==> src/rtl/fir_sp_pkg.sv <==
package fir_sp_pkg;

    typedef enum logic {
        CTL_IDLE,
        CTL_RUN
    } ctl_state_e;

    typedef enum logic {
        OP_LOAD,
        OP_ADD
    } acc_op_e;

    // Tap weight for absolute tap index idx (0 = newest sample).
    function automatic int tap_coef(input int idx);
        return ((idx * 37 + 11) % 401) - 200;
    endfunction

endpackage

==> src/rtl/fir_sp_ctrl.sv <==
module fir_sp_ctrl
    import fir_sp_pkg::*;
#(
    parameter int PHASES = 5,
    parameter int STAGES = 4,
    localparam int PH_W = $clog2(PHASES)
) (
    input  logic                          clk,
    input  logic                          rst_n,
    input  logic                          in_valid,
    output logic                          accept_o,
    output logic                          busy_o,
    output logic [PH_W-1:0]               cnt_o,
    output logic [STAGES-1:0][PH_W-1:0]   addr_o,
    output logic [STAGES-1:0]             shift_o,
    output logic                          first_o,
    output logic                          last_o
);

    localparam logic [PH_W-1:0] PH_LAST = PH_W'(PHASES - 1);

    ctl_state_e state_q, state_d;
    logic [PH_W-1:0] cnt_q, cnt_d;
    logic at_last;

    logic [STAGES:0] first_d;
    logic [STAGES:0] last_d;

    always_comb begin
        at_last  = (state_q == CTL_RUN) && (cnt_q == PH_LAST);
        accept_o = in_valid && ((state_q == CTL_IDLE) || at_last);
        state_d  = state_q;
        cnt_d    = cnt_q;
        unique case (state_q)
            CTL_IDLE: begin
                if (accept_o) begin        // start
                    state_d = CTL_RUN;
                    cnt_d   = '0;
                end
            end
            CTL_RUN: begin
                if (cnt_q != PH_LAST) begin        // step
                    cnt_d = cnt_q + 1'b1;
                end else if (accept_o) begin       // chain
                    cnt_d = '0;
                end else begin                     // finish
                    state_d = CTL_IDLE;
                end
            end
            default: state_d = CTL_IDLE;
        endcase
    end

    always_ff @(posedge clk) begin
        if (!rst_n) begin
            state_q <= CTL_IDLE;
            cnt_q   <= '0;
        end else begin
            state_q <= state_d;
            cnt_q   <= cnt_d;
        end
    end

    always_comb begin
        busy_o     = (state_q == CTL_RUN);
        cnt_o      = cnt_q;
        first_d[0] = busy_o && (cnt_q == '0);
        last_d[0]  = at_last;
        addr_o[0]  = cnt_q;
        shift_o[0] = accept_o;
        first_o    = first_d[STAGES];
        last_o     = last_d[STAGES];
    end

    // Each later stage sees the address and shift strobe one register later.
    for (genvar k = 1; k < STAGES; k++) begin : g_stage_dly
        always_ff @(posedge clk) begin
            if (!rst_n) begin
                addr_o[k]  <= '0;
                shift_o[k] <= 1'b0;
            end else begin
                addr_o[k]  <= addr_o[k-1];
                shift_o[k] <= shift_o[k-1];
            end
        end
    end

    // Burst boundary flags travel the length of the chain to the accumulator.
    for (genvar k = 1; k <= STAGES; k++) begin : g_flag_dly
        always_ff @(posedge clk) begin
            if (!rst_n) begin
                first_d[k] <= 1'b0;
                last_d[k]  <= 1'b0;
            end else begin
                first_d[k] <= first_d[k-1];
                last_d[k]  <= last_d[k-1];
            end
        end
    end

endmodule

==> src/rtl/fir_sp_stage.sv <==
module fir_sp_stage
    import fir_sp_pkg::*;
#(
    parameter int STAGE_IDX = 0,
    parameter int PHASES    = 5,
    parameter int DATA_W    = 12,
    parameter int COEF_W    = 10,
    parameter int SUM_W     = 27,
    localparam int PH_W     = $clog2(PHASES),
    localparam int PROD_W   = DATA_W + COEF_W
) (
    input  logic                     clk,
    input  logic                     rst_n,
    input  logic                     shift_i,
    input  logic [PH_W-1:0]          addr_i,
    input  logic signed [DATA_W-1:0] smp_i,
    output logic signed [DATA_W-1:0] spill_o,
    input  logic signed [SUM_W-1:0]  psum_i,
    output logic signed [SUM_W-1:0]  psum_o
);

    logic signed [DATA_W-1:0] hist_q [PHASES];
    logic signed [DATA_W-1:0] rd_smp;
    logic signed [COEF_W-1:0] coef;
    logic signed [PROD_W-1:0] prod;

    // History: entry i holds the sample i positions older than the newest one.
    always_ff @(posedge clk) begin
        if (!rst_n) begin
            for (int i = 0; i < PHASES; i++) hist_q[i] <= '0;
            spill_o <= '0;
        end else if (shift_i) begin
            hist_q[0] <= smp_i;
            for (int i = 1; i < PHASES; i++) hist_q[i] <= hist_q[i-1];
            spill_o <= hist_q[PHASES-1];
        end
    end

    always_comb begin
        rd_smp = hist_q[addr_i];
        coef   = COEF_W'(tap_coef(STAGE_IDX * PHASES + int'(addr_i)));
        prod   = rd_smp * coef;
    end

    always_ff @(posedge clk) begin
        if (!rst_n) psum_o <= '0;
        else        psum_o <= psum_i + SUM_W'(prod);
    end

endmodule

==> src/rtl/fir_sp_accum.sv <==
module fir_sp_accum
    import fir_sp_pkg::*;
#(
    parameter int SUM_W = 27
) (
    input  logic                    clk,
    input  logic                    rst_n,
    input  logic                    first_i,
    input  logic                    last_i,
    input  logic signed [SUM_W-1:0] psum_i,
    output logic                    out_valid_o,
    output logic signed [SUM_W-1:0] out_data_o
);

    acc_op_e op;
    logic signed [SUM_W-1:0] acc_q, acc_d;

    always_comb begin
        op = first_i ? OP_LOAD : OP_ADD;
        unique case (op)
            OP_LOAD: acc_d = psum_i;
            OP_ADD:  acc_d = acc_q + psum_i;
            default: acc_d = psum_i;
        endcase
    end

    always_ff @(posedge clk) begin
        if (!rst_n) begin
            acc_q       <= '0;
            out_valid_o <= 1'b0;
            out_data_o  <= '0;
        end else begin
            acc_q       <= acc_d;
            out_valid_o <= last_i;
            if (last_i) out_data_o <= acc_d;
        end
    end

endmodule

==> src/rtl/fir_sp_top.sv <==
module fir_sp_top
    import fir_sp_pkg::*;
#(
    parameter int DATA_W = 12,
    parameter int COEF_W = 10,
    parameter int TAPS   = 20,
    parameter int STAGES = 4,
    localparam int PHASES = TAPS / STAGES,
    localparam int PH_W   = $clog2(PHASES),
    localparam int SUM_W  = DATA_W + COEF_W + $clog2(TAPS)
) (
    input  logic                     clk,
    input  logic                     rst_n,
    input  logic                     in_valid,
    input  logic signed [DATA_W-1:0] in_data,
    output logic                     out_valid,
    output logic signed [SUM_W-1:0]  out_data
);

    logic                        accept;
    logic                        ctl_busy;
    logic [PH_W-1:0]             ctl_cnt;
    logic [STAGES-1:0][PH_W-1:0] stg_addr;
    logic [STAGES-1:0]           stg_shift;
    logic                        acc_first;
    logic                        acc_last;

    logic signed [DATA_W-1:0] smp_chain [STAGES+1];
    logic signed [SUM_W-1:0]  sum_chain [STAGES+1];

    assign smp_chain[0] = in_data;
    assign sum_chain[0] = '0;

    fir_sp_ctrl #(.PHASES(PHASES), .STAGES(STAGES)) u_ctrl (
        .clk      (clk),
        .rst_n    (rst_n),
        .in_valid (in_valid),
        .accept_o (accept),
        .busy_o   (ctl_busy),
        .cnt_o    (ctl_cnt),
        .addr_o   (stg_addr),
        .shift_o  (stg_shift),
        .first_o  (acc_first),
        .last_o   (acc_last)
    );

    for (genvar k = 0; k < STAGES; k++) begin : g_stage
        fir_sp_stage #(
            .STAGE_IDX (k),
            .PHASES    (PHASES),
            .DATA_W    (DATA_W),
            .COEF_W    (COEF_W),
            .SUM_W     (SUM_W)
        ) u_stage (
            .clk     (clk),
            .rst_n   (rst_n),
            .shift_i (stg_shift[k]),
            .addr_i  (stg_addr[k]),
            .smp_i   (smp_chain[k]),
            .spill_o (smp_chain[k+1]),
            .psum_i  (sum_chain[k]),
            .psum_o  (sum_chain[k+1])
        );
    end

    fir_sp_accum #(.SUM_W(SUM_W)) u_accum (
        .clk         (clk),
        .rst_n       (rst_n),
        .first_i     (acc_first),
        .last_i      (acc_last),
        .psum_i      (sum_chain[STAGES]),
        .out_valid_o (out_valid),
        .out_data_o  (out_data)
    );

endmodule

==> config.mk <==
export PLATFORM = sky130hd
export DESIGN_NAME = fir_sp_top
export DESIGN_NICKNAME = d
export VERILOG_FILES = /design/src/rtl/fir_sp_pkg.sv /design/src/rtl/fir_sp_ctrl.sv /design/src/rtl/fir_sp_stage.sv /design/src/rtl/fir_sp_accum.sv /design/src/rtl/fir_sp_top.sv
export SDC_FILE = /design/constraint.sdc
export NUM_CORES = 2
export LEC_CHECK = 0
export ABC_AREA = 1
export ABC_CLOCK_PERIOD_IN_PS = 28400
export BUFFER_PORTS_ARGS = -buffer_cell sky130_fd_sc_hd__buf_2
export CAP_MARGIN = 5
export CORE_MARGIN = 4
export CORE_UTILIZATION = 46
export CTS_CLUSTER_DIAMETER = 100
export DETAILED_ROUTE_END_ITERATION = 7
export GPL_ROUTABILITY_DRIVEN = 0
export HOLD_SLACK_MARGIN = 0.05
export SLEW_MARGIN = 10
export SYNTH_ARGS = -nofsm -noshare
export SYNTH_HDL_FRONTEND = slang
export SYNTH_SLANG_ARGS = --single-unit
==> constraint.sdc <==
create_clock -name clk -period 28.4 [get_ports clk]
set_input_delay 2.84 -clock clk [delete_from_list [all_inputs] [get_ports clk]]
set_output_delay 2.84 -clock clk [all_outputs]
set_load 0.1 [all_outputs]
After elaboration in Yosys (flattened, before gate mapping)
Memory sizes are Yosys's and may differ from the RTL's. A register that Yosys moved wholly into a read port is not among the register bits.
Index checks and enable logic that the tools add are counted.
{"block": "word_totals", "reg_bits": 182, "mem_bits_rw": 240, "out_inout_bits": 28, "n_memories": 4}
{"name": "g_stage[0].u_stage.hist_q", "depth": 5, "width": 12, "read_ports": 6, "rd_ports_with_merged_regs": 2, "wr": 5, "line": "fir_sp_stage.sv:22", "source": "logic signed [DATA_W-1:0] hist_q [PHASES];"}
{"name": "g_stage[1].u_stage.hist_q", "depth": 5, "width": 12, "read_ports": 6, "rd_ports_with_merged_regs": 2, "wr": 5, "line": "fir_sp_stage.sv:22"}
{"name": "g_stage[2].u_stage.hist_q", "depth": 5, "width": 12, "read_ports": 6, "rd_ports_with_merged_regs": 2, "wr": 5, "line": "fir_sp_stage.sv:22"}
{"name": "g_stage[3].u_stage.hist_q", "depth": 5, "width": 12, "read_ports": 5, "rd_ports_with_merged_regs": 1, "wr": 5, "line": "fir_sp_stage.sv:22"}
{"block": "classes", "n_addsub": 16, "mul": 8, "div_mod_pow": 4, "eq_ne": 2, "n_mux": 44, "bitwise_logic": 21, "reduce_logical": 8}
{"op": "12-bit 2-to-1 mux", "count": 20}
{"op": "32-bit by 5-bit adder with 32-bit output (second input constant)", "count": 4}
{"op": "32-bit by 10-bit remainder unit with 32-bit output (second input constant)", "count": 4}
{"op": "32-bit by 7-bit multiplier with 32-bit output (second input constant)", "count": 3}
{"op": "12-bit by 10-bit multiplier with 22-bit output", "count": 4}
{"op": "27-bit by 22-bit adder with 27-bit output", "count": 2}
{"op": "27-bit case mux with 2 select lines", "count": 1}
{"op": "10-bit by 9-bit subtractor with 10-bit output (second input constant)", "count": 4}
{"op": "27-bit adder", "count": 1}
{"op": "22-bit by 22-bit adder with 23-bit output", "count": 1}
{"op": "1-bit bitwise OR", "count": 20}
{"op": "3-bit 2-to-1 mux", "count": 6}
{"op": "1-bit 2-to-1 mux", "count": 15}
{"op": "4-bit by 3-bit adder with 5-bit output (first input constant)", "count": 2}
{"op": "3-bit by 6-bit multiplier with 9-bit output (second input constant)", "count": 1}
{"op": "3-bit case mux with 2 select lines", "count": 1}
{"op": "3-bit by 3-bit adder with 4-bit output (first input constant)", "count": 1}
{"op": "3-bit by 1-bit adder with 3-bit output (second input constant)", "count": 1}
{"op": "3-bit == test (second input constant)", "count": 1}
{"op": "1-bit logical AND", "count": 3}
{"op": "1-bit zero test", "count": 3}
{"op": "3-bit zero test", "count": 1}
{"op": "3-bit inequality test (second input constant)", "count": 1}
{"op": "1-bit case mux with 2 select lines", "count": 1}
{"op": "2 further kinds", "count": 2}

Depth between registers and ports, before layout
{"block": "depth", "word_depth": 8, "mapped_depth": 75, "depth_no_buf": 73}

By module
Synthesis repeated with hierarchy kept, for this count alone.
{"block": "unflattened", "hier_cells": 6078, "area_unflattened_um2": 49065.8}
{"mod": "fir_sp_stage at g_stage[3].u_stage", "instances": 1, "cells_per_inst": 1350, "area_each_um2": 11344.6, "seq_area_each_um2": 2582.5}
{"mod": "fir_sp_stage at g_stage[2].u_stage", "instances": 1, "cells_per_inst": 1339, "area_each_um2": 11154.4, "seq_area_each_um2": 2582.5}
{"mod": "fir_sp_stage at g_stage[1].u_stage", "instances": 1, "cells_per_inst": 1320, "area_each_um2": 11003.1, "seq_area_each_um2": 2582.5}
{"mod": "fir_sp_stage at g_stage[0].u_stage", "instances": 1, "cells_per_inst": 1280, "area_each_um2": 10639.0, "seq_area_each_um2": 2582.5}
{"mod": "fir_sp_accum", "instances": 1, "cells_per_inst": 693, "area_each_um2": 4100.2, "seq_area_each_um2": 1101.1}
{"mod": "fir_sp_ctrl", "instances": 1, "cells_per_inst": 95, "area_each_um2": 820.8, "seq_area_each_um2": 480.5}
{"mod": "fir_sp_top", "instances": 1, "cells_per_inst": 1, "area_each_um2": 3.8, "seq_area_each_um2": 0.0}

Worst setup path after synthesis
No wires, ideal clock.
{"block": "synth_timing", "path_kind": "register to register", "startpoint": "register u_ctrl.addr_o, in the netlist g_stage[3].u_stage.addr_i[0]", "endpoint": "register g_stage[3].u_stage.psum_o[26]", "setup_ns": 0.070, "arrival_ns": 10.590, "setup_slack_ns": 17.740, "path_stages_with_launch": 72, "path_buffers": 5, "synth_period_minus_slack_ns": 10.660, "cell_sequence": "dfxtp_1 -> clkbuf_1 -> clkbuf_1 -> nor3_1 -> ha_1 -> xnor2_1 -> ha_1 -> ha_1 -> ha_1 -> nand2_1 -> nor2_1 -> nand2_1 -> nand3_1 -> nand2_2 -> nand2_4 -> nand3_4 -> nand2_1 -> inv_1 -> [... 36 more ...] -> a21oi_1 -> inv_1 -> a31oi_1 -> inv_1 -> nand2_1 -> nand2_1 -> a21oi_1 -> inv_1 -> nand2_1 -> inv_1 -> o21ai_0 -> nand2_1 -> nand3_1 -> nor2_1 -> nor2_1 -> xor2_1 -> o21ai_0 -> a21oi_1"}
{"block": "synth_via", "elab_chain_len": 7}
{"item": "start: declaration", "line": "fir_sp_ctrl.sv:14", "source": "output logic [STAGES-1:0][PH_W-1:0] addr_o,"}
{"item": "start signal: indexed assignment", "line": "fir_sp_ctrl.sv:82", "source": "addr_o[k] <= addr_o[k-1];"}
{"item": "4-bit by 3-bit adder with 5-bit output", "line": "fir_sp_stage.sv:41", "source": "coef = COEF_W'(tap_coef(STAGE_IDX * PHASES + int'(addr_i)));"}
{"item": "32-bit by 7-bit multiplier with 32-bit output", "line": "fir_sp_pkg.sv:15", "source": "return ((idx * 37 + 11) % 401) - 200;"}
{"item": "32-bit by 5-bit adder with 32-bit output", "line": "fir_sp_pkg.sv:15"}
{"item": "32-bit by 10-bit remainder unit with 32-bit output", "line": "fir_sp_pkg.sv:15"}
{"item": "10-bit by 9-bit subtractor with 10-bit output", "line": "fir_sp_pkg.sv:15"}
{"item": "12-bit by 10-bit multiplier with 22-bit output", "line": "fir_sp_stage.sv:42", "source": "prod = rd_smp * coef;"}
{"item": "27-bit by 22-bit adder with 27-bit output", "line": "fir_sp_stage.sv:47", "source": "else psum_o <= psum_i + SUM_W'(prod);"}
{"item": "end signal: assignment", "line": "fir_sp_stage.sv:47"}
{"item": "end: declaration", "line": "fir_sp_stage.sv:19", "source": "output logic signed [SUM_W-1:0] psum_o"}
Every way passes these cells.
A chain may end at the register's enable or synchronous reset.

Final worst setup path
{"block": "layout_timing", "startpoint": "register u_ctrl.addr_o, in the netlist g_stage[3].u_stage.addr_i[0]", "endpoint": "register g_stage[3].u_stage.psum_o[25]"}
Same word-level chain as after synthesis.

==> impl_metrics.json <==
{
  "crit_fanout": 33,
  "start_kind": "register",
  "fin_crit_ns": 12.52,
  "crit_start": "g_stage[3].u_stage.addr_i[0]$_SDFF_PN0_",
  "grt_pass1_wl_um": 164500,
  "num_vias": 31860,
  "rsz0062_at_grt": "no",
  "grt_pass1_vias": 32490,
  "crit_slowest_cell": "ha_1",
  "clkTransAtPathRegs_ns": 0.06,
  "hp-class": "reg2reg",
  "die_w_um": 316.4,
  "wl_um": 97220,
  "crit_top_cell": "nand2_1",
  "finClkSkew_ns": 0.01604,
  "dpl.hpwl_um": 76520,
  "clock_latency_ns": 0.62,
  "min_from": "u_ctrl.first_d[2]$_SDFF_PN0_",
  "final_common_cell": "inv_1",
  "die_area_um2": 100100,
  "drive_gt1_share_pct": 5.730,
  "viasPerCell": 4.896,
  "ys_warn_count": 0,
  "initial_utilization_pct": 46.59,
  "detail_route.wl_per_cell_um": 14.94,
  "cp-end-kind": "register",
  "final_nets": 6129,
  "fillers": 9144,
  "syn_to_final_growth_pct": 7.514,
  "fin_util_pct": 50.09,
  "grt_max_degree": 75,
  "port_buffers": 42,
  "cts.sinks": 454,
  "synth_edf_count": 240,
  "drv_cap": 0,
  "h-tree-depth": 2,
  "path_class": "reg2reg",
  "grt-ovfl-total": 0,
  "synth_nets": 6121,
  "cts_tree": "yes",
  "ys.flop_type": "edfxtp_1",
  "drc": 0,
  "fmax_mhz": 79.86,
  "fin_setup_tns_ns": 0,
  "synth.cell_area_um2": 43740,
  "n_antenna_cell": 0,
  "coreArea_um2": 93890,
  "cts_buffer_depth": 3,
  "num_rows": 112,
  "firstDrtPassIters": 5,
  "syn_inst": 5202,
  "setup_viol_count_final": 0,
  "synthArstFlopShare_pct": 0,
  "pin_count": 43,
  "worstMarginPinSlew_ns": 1.179,
  "slew_viol_final": 0,
  "cts-root-buf": "clkbuf_16",
  "timing.rr.start": "g_stage[3].u_stage.addr_i[0]$_SDFF_PN0_",
  "ys_seq_area_share_pct": 26.27,
  "cts_resized": 0,
  "cts_buffers": 53,
  "ys_ff_latch": 454,
  "layout_common_cells": "inv_1, nand2_1, nor2_1",
  "critPathArrivalTime_ns": 13.03,
  "cp.required_ns": 28.91,
  "ctsHoldBuffers": 0,
  "drtIter0Drc": 2066,
  "grt_usage_pct": 20.09,
  "min_period_over_period_pct": 44.09,
  "post_cts_buffers": 0,
  "cpPeakStageDelay_ns": 0.75,
  "outcome": "finished, final reports clean",
  "maxSlewHeadroom_pct": 21.13,
  "hold_violations": 0,
  "ys_types": 61,
  "die_h_um": 316.4,
  "antenna_left": 0,
  "antenna_found_initial": 1,
  "syn_area_per_cell_um2": 8.409
}
## stage by stage
stage	std cells	hold WS [ns]	area (um^2)	worst slack [ns]
floorplan	5202	0.3905	43740	17.74
CTS	6507	0.4128	47030	15.80
global placement	6409	0.3948	45300	16.03
detailed placement	6409	0.3998	45300	15.86
global route	6507	0.4345	47030	14.61
finish	6507	0.4113	47030	15.88
## synthesized netlist by cell type, types with 3 or more instances
master | count | share of area, %
inv_1 | 1212 | 10
nand2_1 | 777 | 6.7
nor2_1 | 627 | 5.4
fa_1 | 531 | 24
ha_1 | 373 | 11
a21oi_1 | 253 | 2.9
edfxtp_1 | 240 | 16
o21ai_0 | 233 | 2.7
dfxtp_1 | 214 | 9.8
nand3_1 | 148 | 1.7
clkbuf_1 | 102 | 0.88
xor2_1 | 63 | 1.3
o22ai_1 | 36 | 0.51
xnor2_1 | 32 | 0.64
o21a_1 | 31 | 0.53
nor3_1 | 30 | 0.34
nand2_2 | 29 | 0.41
o211ai_1 | 28 | 0.48
o21ai_1 | 23 | 0.26
nor2_2 | 20 | 0.29
nand4_1 | 19 | 0.27
or2_2 | 18 | 0.26
inv_2 | 14 | 0.12
clkinv_1 | 13 | 0.11
a221oi_1 | 12 | 0.24
a31oi_1 | 11 | 0.16
buf_2 | 11 | 0.13
nand2_4 | 9 | 0.23
buf_1 | 8 | 0.069
nand3_2 | 8 | 0.18
a21o_1 | 7 | 0.12
o21bai_1 | 7 | 0.12
o31ai_1 | 7 | 0.12
o21ai_2 | 6 | 0.12
buf_6 | 5 | 0.13
nor2_4 | 5 | 0.13
buf_4 | 4 | 0.069
nand3b_1 | 4 | 0.069
a21boi_0 | 3 | 0.051
xor2_2 | 3 | 0.11
## state kept, by name (all words and copies together), names as in the netlist, 3 cells and up
signal,count
u_ctrl.first_d,3
g_stage.u_stage.psum_o,99
u_accum.acc_q,27
g_stage.u_stage.spill_o,36
u_ctrl.cnt_o,3
g_stage.u_stage.hist_q,240
u_accum.out_data_o,27
g_stage.u_stage.addr_i,6
u_ctrl.shift_o,3
u_ctrl.addr_o,3
u_ctrl.last_d,3
## per-layer routing
| metal | track usage, % | vias to the layer above | share of wire (%) |
|---|---|---|---|
| met5 | 0 | - | 0 |
| met4 | 4.672 | 0 | 2.3 |
| met3 | 2.268 | 138 | 3.8 |
| met2 | 34.87 | 574 | 48 |
| met1 | 27.12 | 15160 | 46 |
| li1 | - | 15990 | - |
## worst max-delay path, delay by kind of cell (launching register included)
kind            cells  cell delay, ns
compound gates      8            1.34
flops               1            0.30
simple gates       30            3.20
buf+inv            12            1.48
fa+ha+maj          14            5.71
xor+xnor            2            0.36
## final cells by class
type	count	area [um^2]	share of cell area, %
clock buffer	74	1475	3.137
clock inverter	24	259.0	0.5507
timing repair buffer	84	528.0	1.123
multi-input combinational	3376	27040	57.50
sequential	454	11490	24.44
tap	1254	1569	3.336
inverter	1241	4663	9.915
## path summary, 6_finish.rpt
path	end	slack, ns	cells after the start
setup / recovery	g_stage[3].u_stage.psum_o[25]$_SDFF_PN0_	15.88	66
setup reg to reg	g_stage[3].u_stage.psum_o[25]$_SDFF_PN0_	15.88	66
hold / removal	u_ctrl.first_d[3]$_SDFF_PN0_	0.41	2
hold reg to reg	u_ctrl.first_d[3]$_SDFF_PN0_	0.41	2
## cells by family (layout without fill, tap and decap cells)
family | after synthesis | after routing | share of synthesized area (%)
flops | 454 | 454 | 26.27
fa+ha+maj | 904 | 904 | 34.97
mux | 1 | 1 | 0.02288
buf+inv | 1372 | 1423 | 11.96
simple gates | 1705 | 1705 | 16.20
compound gates | 667 | 667 | 8.498
xor+xnor | 99 | 99 | 2.077
Power is not shown: default switching activity piles up to over one toggle a cycle in this logic, so the estimate is an artifact.
